==> src/rtl/snake_pkg.sv <==
package snake_pkg;
  // step codes: rows shift in from the bottom (DN), from the top (UP), spare column load, left shift
  typedef enum logic [2:0] {
    STEP_IDLE, STEP_FILL, STEP_DN_ROW, STEP_DN_COL,
    STEP_SHIFT, STEP_UP_ROW, STEP_UP_COL, STEP_FINISH
  } step_t;

  function automatic logic step_emits(input step_t s);
    return (s == STEP_DN_ROW) || (s == STEP_DN_COL) || (s == STEP_UP_ROW) ||
           (s == STEP_UP_COL) || (s == STEP_FINISH);
  endfunction

  function automatic logic step_fetches(input step_t s);
    return (s == STEP_FILL) || (s == STEP_DN_ROW) || (s == STEP_DN_COL) ||
           (s == STEP_UP_ROW) || (s == STEP_UP_COL);
  endfunction

  function automatic logic step_is_col(input step_t s);
    return (s == STEP_DN_COL) || (s == STEP_UP_COL);
  endfunction
endpackage

==> src/rtl/snake_ctrl.sv <==
module snake_ctrl import snake_pkg::*; #(
  parameter int N    = 4,
  parameter int SR_W = 3,
  parameter int SR_H = 3,
  parameter int XW   = 2,
  parameter int YW   = 2,
  parameter int FW   = 4
) (
  input  logic          clk,
  input  logic          rst,
  input  logic          start,
  output step_t         step,
  output logic [XW-1:0] cx,
  output logic [YW-1:0] cy,
  output logic          fetch_req,
  output logic          fetch_vert,
  output logic [FW-1:0] fetch_x,
  output logic [FW-1:0] fetch_y
);
  localparam int CW = $clog2(N + 1);
  localparam logic [XW-1:0] LAST_X   = XW'(SR_W - 1);
  localparam logic [YW-1:0] LAST_Y   = YW'(SR_H - 1);
  localparam logic [CW-1:0] FILL_END = CW'(N - 1);

  typedef enum logic [1:0] {PH_IDLE, PH_FILL, PH_SCAN, PH_SHIFT} phase_t;

  phase_t        phase;
  logic          dir_up;
  logic [CW-1:0] fill_cnt;
  logic          col_end;

  assign col_end = dir_up ? (cy == '0) : (cy == LAST_Y);

  always_comb begin
    case (phase)
      PH_IDLE:  step = STEP_IDLE;
      PH_FILL:  step = STEP_FILL;
      PH_SHIFT: step = STEP_SHIFT;
      default: begin
        if (!col_end)          step = dir_up ? STEP_UP_ROW : STEP_DN_ROW;
        else if (cx == LAST_X) step = STEP_FINISH;
        else                   step = dir_up ? STEP_UP_COL : STEP_DN_COL;
      end
    endcase
  end

  always_comb begin
    fetch_x = '0;
    fetch_y = '0;
    case (step)
      STEP_FILL:   fetch_y = FW'(fill_cnt);
      STEP_DN_ROW: begin fetch_x = FW'(cx); fetch_y = FW'(cy) + FW'(N); end
      STEP_UP_ROW: begin fetch_x = FW'(cx); fetch_y = FW'(cy) - FW'(1); end
      STEP_DN_COL, STEP_UP_COL: begin fetch_x = FW'(cx) + FW'(N); fetch_y = FW'(cy); end
      default: ;
    endcase
  end

  assign fetch_req  = step_fetches(step);
  assign fetch_vert = step_is_col(step);

  always_ff @(posedge clk) begin
    if (rst) begin
      phase    <= PH_IDLE;
      dir_up   <= 1'b0;
      fill_cnt <= '0;
      cx       <= '0;
      cy       <= '0;
    end else begin
      case (phase)
        PH_IDLE: if (start) begin
          phase    <= PH_FILL;
          fill_cnt <= '0;
          cx       <= '0;
          cy       <= '0;
          dir_up   <= 1'b0;
        end
        PH_FILL: begin
          if (fill_cnt == FILL_END) phase <= PH_SCAN;
          else                      fill_cnt <= fill_cnt + 1'b1;
        end
        PH_SHIFT: begin
          cx     <= cx + 1'b1;
          dir_up <= ~dir_up;
          phase  <= PH_SCAN;
        end
        default: begin
          case (step)
            STEP_DN_ROW: cy <= cy + 1'b1;
            STEP_UP_ROW: cy <= cy - 1'b1;
            STEP_DN_COL, STEP_UP_COL: phase <= PH_SHIFT;
            STEP_FINISH: phase <= PH_IDLE;
            default: ;
          endcase
        end
      endcase
    end
  end
endmodule

==> src/rtl/snake_window.sv <==
module snake_window import snake_pkg::*; #(
  parameter int N     = 4,
  parameter int PIX_W = 8
) (
  input  logic                   clk,
  input  logic                   rst,
  input  step_t                  step,
  input  logic [N*PIX_W-1:0]     in_data,
  output logic [N*N*PIX_W-1:0]   cand
);
  logic [PIX_W-1:0] win [N][N+1];

  always_ff @(posedge clk) begin
    if (rst) begin
      for (int r = 0; r < N; r++)
        for (int c = 0; c <= N; c++) win[r][c] <= '0;
    end else begin
      case (step)
        STEP_FILL, STEP_DN_ROW: begin
          for (int r = 0; r < N - 1; r++)
            for (int c = 0; c <= N; c++) win[r][c] <= win[r+1][c];
          for (int c = 0; c < N; c++) win[N-1][c] <= in_data[c*PIX_W +: PIX_W];
        end
        STEP_UP_ROW: begin
          for (int r = 1; r < N; r++)
            for (int c = 0; c <= N; c++) win[r][c] <= win[r-1][c];
          for (int c = 0; c < N; c++) win[0][c] <= in_data[c*PIX_W +: PIX_W];
        end
        STEP_DN_COL, STEP_UP_COL: begin
          for (int r = 0; r < N; r++) win[r][N] <= in_data[r*PIX_W +: PIX_W];
        end
        STEP_SHIFT: begin
          for (int r = 0; r < N; r++)
            for (int c = 0; c < N; c++) win[r][c] <= win[r][c+1];
        end
        default: ;
      endcase
    end
  end

  for (genvar r = 0; r < N; r++) begin : g_row
    for (genvar c = 0; c < N; c++) begin : g_col
      assign cand[(r*N+c)*PIX_W +: PIX_W] = win[r][c];
    end
  end
endmodule

==> src/rtl/snake_sad_tree.sv <==
module snake_sad_tree #(
  parameter int N     = 4,
  parameter int PIX_W = 8,
  parameter int SW    = 12
) (
  input  logic [N*N*PIX_W-1:0] cur,
  input  logic [N*N*PIX_W-1:0] cand,
  output logic [SW-1:0]        sad
);
  localparam int NL = N * N;
  localparam int LV = $clog2(NL);
  localparam int P  = 1 << LV;

  function automatic logic [PIX_W-1:0] absdiff(input logic [PIX_W-1:0] a, input logic [PIX_W-1:0] b);
    return (a > b) ? (a - b) : (b - a);
  endfunction

  logic [SW-1:0] node [2*P-1];

  for (genvar i = 0; i < P; i++) begin : g_leaf
    if (i < NL) begin : g_pix
      assign node[P-1+i] = SW'(absdiff(cur[i*PIX_W +: PIX_W], cand[i*PIX_W +: PIX_W]));
    end else begin : g_pad
      assign node[P-1+i] = '0;
    end
  end

  for (genvar i = 0; i < P - 1; i++) begin : g_add
    assign node[i] = node[2*i+1] + node[2*i+2];
  end

  assign sad = node[0];
endmodule

==> src/rtl/snake_sad_engine.sv <==
module snake_sad_engine import snake_pkg::*; #(
  parameter int N     = 4,
  parameter int SR_W  = 3,
  parameter int SR_H  = 3,
  parameter int PIX_W = 8,
  localparam int XW   = (SR_W > 1) ? $clog2(SR_W) : 1,
  localparam int YW   = (SR_H > 1) ? $clog2(SR_H) : 1,
  localparam int FW   = $clog2(SR_W + SR_H + 2*N),
  localparam int SW   = PIX_W + $clog2(N*N)
) (
  input  logic                 clk,
  input  logic                 rst,
  input  logic                 start,
  input  logic [N*N*PIX_W-1:0] cur_blk,
  output logic                 fetch_req,
  output logic                 fetch_vert,
  output logic [FW-1:0]        fetch_x,
  output logic [FW-1:0]        fetch_y,
  input  logic [N*PIX_W-1:0]   fetch_data,
  output logic                 sad_valid,
  output logic [SW-1:0]        sad,
  output logic [XW-1:0]        sad_x,
  output logic [YW-1:0]        sad_y,
  output logic                 done
);
  step_t                 step_w;
  logic [XW-1:0]         cx_w;
  logic [YW-1:0]         cy_w;
  logic [N*N*PIX_W-1:0]  cand_w;
  logic [SW-1:0]         sad_w;
  logic                  fin_q;

  snake_ctrl #(.N(N), .SR_W(SR_W), .SR_H(SR_H), .XW(XW), .YW(YW), .FW(FW)) u_ctrl (
    .clk(clk), .rst(rst), .start(start), .step(step_w), .cx(cx_w), .cy(cy_w),
    .fetch_req(fetch_req), .fetch_vert(fetch_vert), .fetch_x(fetch_x), .fetch_y(fetch_y)
  );

  snake_window #(.N(N), .PIX_W(PIX_W)) u_win (
    .clk(clk), .rst(rst), .step(step_w), .in_data(fetch_data), .cand(cand_w)
  );

  snake_sad_tree #(.N(N), .PIX_W(PIX_W), .SW(SW)) u_tree (
    .cur(cur_blk), .cand(cand_w), .sad(sad_w)
  );

  always_ff @(posedge clk) begin
    if (rst) begin
      sad_valid <= 1'b0;
      sad       <= '0;
      sad_x     <= '0;
      sad_y     <= '0;
      fin_q     <= 1'b0;
      done      <= 1'b0;
    end else begin
      sad_valid <= step_emits(step_w);
      if (step_emits(step_w)) begin
        sad   <= sad_w;
        sad_x <= cx_w;
        sad_y <= cy_w;
      end
      fin_q <= (step_w == STEP_FINISH);
      done  <= fin_q;
    end
  end
endmodule

==> config.mk <==
export PLATFORM = sky130hd
export DESIGN_NAME = snake_sad_engine
export DESIGN_NICKNAME = d
export VERILOG_FILES = /design/src/rtl/snake_pkg.sv /design/src/rtl/snake_ctrl.sv /design/src/rtl/snake_window.sv /design/src/rtl/snake_sad_tree.sv /design/src/rtl/snake_sad_engine.sv
export SDC_FILE = /design/constraint.sdc
export NUM_CORES = 1
export LEC_CHECK = 0
export BUFFER_PORTS_ARGS = -buffer_cell sky130_fd_sc_hd__clkbuf_2
export CORE_MARGIN = 1
export CORE_UTILIZATION = 43
export DETAILED_ROUTE_END_ITERATION = 10
export MAX_ROUTING_LAYER = met4
export PLACE_DENSITY = 0.64
export SYNTH_ARGS = -nofsm -noshare
export SYNTH_HDL_FRONTEND = slang
export SYNTH_HIERARCHICAL = 1
export SYNTH_SLANG_ARGS = --single-unit
==> constraint.sdc <==
create_clock -name clk -period 11.6 [get_ports clk]
set_input_delay 2.32 -clock clk [delete_from_list [all_inputs] [get_ports clk]]
set_output_delay 2.32 -clock clk [all_outputs]
set_load 0.05 [all_outputs]
# ---- Yosys cells after proc, flatten, opt, wreduce, memory -nomap -nowiden
# Memory sizes are Yosys's and may differ from the RTL's.
# Cells that the tools add are included.
dict set report totals {
  out_inout_bits 28
  regBits 29
  elab_cells 289
  mem_count 1
  ram_bits 160
  in_bits 163
}
# memory depth word_bits rd rd_ports_with_merged_regs wr line
set mem_list {}
lappend mem_list {u_win.win 4 40 4 0 4 snake_window.sv:11} ;# logic [PIX_W-1:0] win [N][N+1];
dict set report classes {
  n_addsub 54
  reduce_logical 23
  order_cmp 16
  bitwise_logic 60
  mux 109
  eq_ne 15
}
# operator n
set ops {}
lappend ops {{8-bit two-way mux} 74}
lappend ops {{8-bit subtractor} 32}
lappend ops {{8-bit > comparator} 16}
lappend ops {{8-bit by 8-bit adder with 9-bit output} 8}
lappend ops {{1-bit bitwise OR} 58}
lappend ops {{9-bit by 9-bit adder with 10-bit output} 4}
lappend ops {{10-bit by 10-bit adder with 11-bit output} 2}
lappend ops {{3-bit two-way mux} 6}
lappend ops {{1-bit two-way mux} 16}
lappend ops {{2-bit one-hot mux with 2 select lines} 4}
lappend ops {{4-bit one-hot mux with 4 select lines} 1}
lappend ops {{11-bit by 11-bit adder with 12-bit output} 1}
lappend ops {{3-bit == test, second input constant} 4}
lappend ops {{3-bit by 2-bit == test with 1-bit output, second input constant} 3}
lappend ops {{1-bit logical OR} 9}
lappend ops {{3-bit one-hot mux with 3 select lines} 1}
lappend ops {{3-bit AND reduction} 3}
lappend ops {{2-bit by 3-bit adder with 4-bit output, second input constant} 2}
lappend ops {{4-bit one-hot mux with 2 select lines} 1}
lappend ops {{2-bit OR reduction} 4}
lappend ops {{2-bit == test, second input constant} 3}
lappend ops {{2-bit two-way mux} 3}
lappend ops {{2-bit one-hot mux with 3 select lines} 1}
lappend ops {{3-bit one-hot mux with 2 select lines} 1}
lappend ops {{15 further kinds} 20}

# ---- Depth between registers and ports, before layout
dict set report depth {
  ltp_word 12
  depth_mapped 33
  depth_no_buf 33
}

# ---- Cells and area by module
# The synthesis kept the hierarchy.
# module n_inst cells_per_inst area_each_um2
set by_module_without_submodules {}
lappend by_module_without_submodules {snake_sad_tree 1 1750 13784.5}
lappend by_module_without_submodules {snake_window 1 749 8879.8}
lappend by_module_without_submodules {snake_sad_engine 1 75 809.5}
lappend by_module_without_submodules {snake_ctrl 1 95 799.5}

# ---- Worst setup path before layout
# OpenSTA, ideal clock, no wires.
dict set report synth_timing {
  path_kind {input port to flip-flop}
  from {in cur_blk[56]}
  to {reg sad[11]}
  setup_time_ns 0.072
  t_required_ns 11.528
  path_slack_ns 2.270
  path_stages 31
  arrival_time_ns 9.258
  cell_sequence {inv_1 -> ha_1 -> inv_1 -> fa_1 -> a21oi_1 -> o21ai_1 -> a21oi_1 -> a211oi_4 -> mux2_1 -> fa_1 -> a21o_1 -> a21oi_1 -> o21bai_1 -> a21oi_1 -> xor2_1 -> fa_1 -> fa_1 -> fa_1 -> inv_1 -> fa_1 -> inv_1 -> fa_1 -> inv_1 -> ha_1 -> and2_1 -> a311oi_1 -> o21ai_1 -> a21oi_1 -> xnor2_1 -> nand2b_1 -> mux2i_1}
}
dict set report synth_via {
  elab_chain_len 6
  word_cells_on_any_way 8
  classes_between {add/sub (6); order compare (1); mux (1)}
}
# item line
set synth_lines {}
lappend synth_lines {{start: declaration} snake_sad_engine.sv:14} ;# input logic [N*N*PIX_W-1:0] cur_blk,
lappend synth_lines {{8-bit subtractor or 8-bit > comparator (tied branches)} snake_sad_tree.sv:15} ;# return (a > b) ? (a - b) : (b - a);
lappend synth_lines {{8-bit two-way mux (*)} snake_sad_tree.sv:15}
lappend synth_lines {{8-bit by 8-bit adder with 9-bit output (*)} snake_sad_tree.sv:29} ;# assign node[i] = node[2*i+1] + node[2*i+2];
lappend synth_lines {{9-bit by 9-bit adder with 10-bit output (*)} snake_sad_tree.sv:29}
lappend synth_lines {{10-bit by 10-bit adder with 11-bit output (*)} snake_sad_tree.sv:29}
lappend synth_lines {{11-bit by 11-bit adder with 12-bit output (*)} snake_sad_tree.sv:29}
lappend synth_lines {{net sad_w[11]} snake_sad_engine.sv:30} ;# logic [SW-1:0] sad_w;
lappend synth_lines {{end signal: assignment} snake_sad_engine.sv:57} ;# sad <= sad_w;
lappend synth_lines {{end: declaration} snake_sad_engine.sv:21} ;# output logic [SW-1:0] sad,
# Mark *: on every way through the listed nets, which the timed path passes. The rest lies on a longest branch.
# A chain may end at the register's enable or synchronous reset.

# ---- Worst setup path after layout
# Ends and elaborated chain as after synthesis.

==> results_dict.tcl <==
set metrics [dict create \
    worst_slew_pin_tran_ps 1200 \
    cp_slowest_cell "sky130_fd_sc_hd__fa_1" \
    async_reset_ff_share_pct 0 \
    place.gp.congestion 0.973 \
    post_synth_num_cell_types 77 \
    globalRouteOverflowTotal 0 \
    finalClockSkew_ps 10.7 \
    pre_antenna_drt_iters 6 \
    startpoint "cur_blk[56]" \
    final_hold_viol_count 0 \
    synth_sequential_area_ratio_pct 22.2 \
    antenna_violations_before_repair 3 \
    timing.critical_path.arrival_ps 10250 \
    grt_max_degree 97 \
    status "finished, final reports clean" \
    seq_area_sq_um 5390 \
    worstHoldStart "fin_q" \
    synthMostInstantiatedCell "sky130_fd_sc_hd__inv_1" \
    synth_area_per_cell_sq_um 9.09 \
    drt_iter0_markers 2119 \
    netlist.top_cell.by_area "sky130_fd_sc_hd__edfxtp_1" \
    grt_util_all_layers_pct 27.4 \
    finalWirelength_microns 76600 \
    synth_commonest_cells "sky130_fd_sc_hd__inv_1 (421), sky130_fd_sc_hd__ha_1 (304), sky130_fd_sc_hd__a21oi_1 (214)" \
    syn_nets 3246 \
    timing.critical_path.fanout_max 6 \
    yosysTopAreaCellShare_pct 19.8 \
    worstHoldPathCells 1 \
    crit_required_ps 11980 \
    total_number_of_vias 19600 \
    post_synth_instance_area_sq_um 24300 \
    buffers_from_clock_root_to_sink_at_most 2 \
    crit_type "in -> reg" \
    die_height_microns 240 \
    fin_setup_tns_ps 0 \
    cts_num_sinks 189 \
    clock_buffers_created_by_tritoncts 17 \
    postSynth.topFlopCell "sky130_fd_sc_hd__edfxtp_1" \
    clock_tree.root_cell "sky130_fd_sc_hd__clkbuf_16" \
    dpl_cell_area_sq_um 24800 \
    r2r_slack_ps 3040 \
    worst_path_largest_cell_delay_ps 530 \
    final_nets 3239 \
    element_type_at_the_critical_path_start "input port" \
    start_util_pct 43.8 \
    vias_per_cell 5.73 \
    grt_setup_unrepaired "false" \
    drc 0 \
    ys_warn_count 6 \
    row_count 86 \
    layout-drive-gt1-share_pct 10.7 \
    synth.ff_latch_count 189 \
    synthTopCellsByArea "sky130_fd_sc_hd__edfxtp_1 (20%), sky130_fd_sc_hd__ha_1 (16%), sky130_fd_sc_hd__fa_1 (9.1%)" \
    clk_latency_ps 460 \
    ant_nets 0 \
    via_count_of_the_first_global_routing_pass 19200 \
    min_delay_endpoint "done" \
    maxCapViolCount 0 \
    cts_setup_buffers 0 \
    layout.cell_area.non_filler_sq_um 25400 \
    worstSetupEndpointType "register" \
    critical_path.most_common_cell "sky130_fd_sc_hd__fa_1" \
    fmaxAchievable_mhz 101 \
    layout_min_cycle_time_ps 9870 \
    dieArea_sq_um 57400 \
    final-setup-viol-count 0 \
    maxSlewViolCount 0 \
    filler_cell_count 5316 \
    final_min_period_over_clock_period_pct 85.1 \
    core-area_sq_um 55400 \
    die_width_microns 240 \
    worst_hold_path_type "reg -> reg" \
    area_growth_pct 4.74 \
    post_cts_gate_resize_count 0 \
    clock_transition_at_the_registers_of_the_reported_paths_ps 70 \
    place.detailed.hpwl_microns 62200 \
    multi_input_gate_area_in_the_final_layout_sq_um 15900 \
    first_pass_grt_wire_length_microns 115000 \
    rr_worst_depth 30 \
    number_of_enable_type_register_cells_in_the_synthesized_netlist 160 \
    postSynthCellCount 2669 \
    tritoncts "built" \
    routedWlPerCell_microns 22.4 \
    r2r-end "sad[11]" \
    top_level_ports 191 \
    cts-htree-levels 4 \
    slew_headroom_pct 19.9 \
    critical_path.reg2reg.startpoint "u_win/win[1][8]" \
    port-buffer-count 189 \
    ctsHoldBuffers 0 \
]
==> cell families (layout without fill, tap and decap cells) <==
group           Yosys count  after routing  synth area share (%)
compound gates          679            679                  20.0
xor+xnor                132            132                  4.76
fa+ha+maj               414            414                  24.7
buf+inv                 650            656                  12.6
flops                   189            189                  22.2
mux                     131            131                  5.50
other cells               1              5                0.0154
simple gates            473            473                  10.2
==> flip-flops by register name, summed over array words and instances, names as in the netlist <==
name             cells
fin_q                1
u_ctrl/dir_up        1
sad_valid            1
sad_y                2
sad_x                2
sad                 12
u_ctrl/fill_cnt      3
done                 1
u_win/win          160
u_ctrl/cy            2
u_ctrl/cx            2
u_ctrl/phase         2
==> per-layer routing <==
| layer | routed length, microns | vias to the layer above | global-route usage, % | share of wire (%) |
|---|---|---|---|---|
| met5 | 0 | - | - | 0 |
| met4 | 1880 | 0 | 7.46 | 2.5 |
| met3 | 5360 | 86 | 3.72 | 7.0 |
| met2 | 36000 | 822 | 43.7 | 47 |
| met1 | 33400 | 9550 | 36.2 | 44 |
| li1 | - | 9173 | - | - |
==> worst max path at each step <==
stage	slack, ps	to	depth (start not counted)
after floorplan	2270	sad[11]	31
after global placement	1500	sad[11]	32
after detailed placement	1380	sad[11]	32
after CTS	1830	sad[11]	32
after global routing	1320	sad[11]	32
final	1730	sad[11]	32
==> per-stage QoR <==
| step | hold WS, ps | setup WS, ps | util [%] | cells |
|---|---|---|---|---|
| global route | 464 | 1320 | 45.9 | 3426 |
| CTS | 455 | 1830 | 45.9 | 3423 |
| global placement | 444 | 1500 | 44.8 | 3391 |
| floorplan | 414 | 2270 | - | 2669 |
| finish | 447 | 1730 | 45.9 | 3427 |
| detailed placement | 439 | 1380 | 44.8 | 3391 |
==> cell usage in the layout (no fill, tap or decap), types with 8 or more instances in the layout <==
master and instances:
sky130_fd_sc_hd__inv_1 421, sky130_fd_sc_hd__ha_1 304, sky130_fd_sc_hd__a21oi_1 214, sky130_fd_sc_hd__clkbuf_2 189
sky130_fd_sc_hd__edfxtp_1 160, sky130_fd_sc_hd__mux2i_1 114, sky130_fd_sc_hd__fa_1 110, sky130_fd_sc_hd__and3_1 106
sky130_fd_sc_hd__a221o_1 106, sky130_fd_sc_hd__nand2_1 92, sky130_fd_sc_hd__nor2_1 85, sky130_fd_sc_hd__o21ai_0 84
sky130_fd_sc_hd__xor2_1 71, sky130_fd_sc_hd__xnor2_1 59, sky130_fd_sc_hd__nand3_1 55, sky130_fd_sc_hd__a21o_1 51
sky130_fd_sc_hd__nand2b_1 42, sky130_fd_sc_hd__o21bai_1 42, sky130_fd_sc_hd__dfxtp_1 29, sky130_fd_sc_hd__o21ai_1 25
sky130_fd_sc_hd__a21boi_0 25, sky130_fd_sc_hd__a22oi_1 24, sky130_fd_sc_hd__nor2b_1 21, sky130_fd_sc_hd__nor3_1 20
sky130_fd_sc_hd__and2_1 18, sky130_fd_sc_hd__clkbuf_16 17, sky130_fd_sc_hd__a2bb2oi_1 16, sky130_fd_sc_hd__a31oi_1 12
sky130_fd_sc_hd__a22o_1 11, sky130_fd_sc_hd__buf_4 10, sky130_fd_sc_hd__mux2_1 10, sky130_fd_sc_hd__nand4_1 9
sky130_fd_sc_hd__a211oi_4 9, sky130_fd_sc_hd__o21a_1 8, sky130_fd_sc_hd__o32ai_2 8
==> final cells by class <==
type / count / area share, %
multi-input combinational: 1830 / 62.5
timing repair buffer: 199 / 4.02
clock buffer: 18 / 1.69
sequential: 189 / 21.2
tap: 748 / 3.68
clock inverter: 14 / 0.630
antenna: 4 / 0.0394
inverter: 425 / 6.27
==> worst max-delay path: cells and delay by family <==
kind	cells	cell delay, ps
fa+ha+maj	9	3900
compound gates	11	2360
xor+xnor	2	530
mux	2	520
buf+inv	6	390
simple gates	2	230
Power is not shown: default switching activity piles up to over one toggle a cycle in this logic, so the estimate is an artifact.
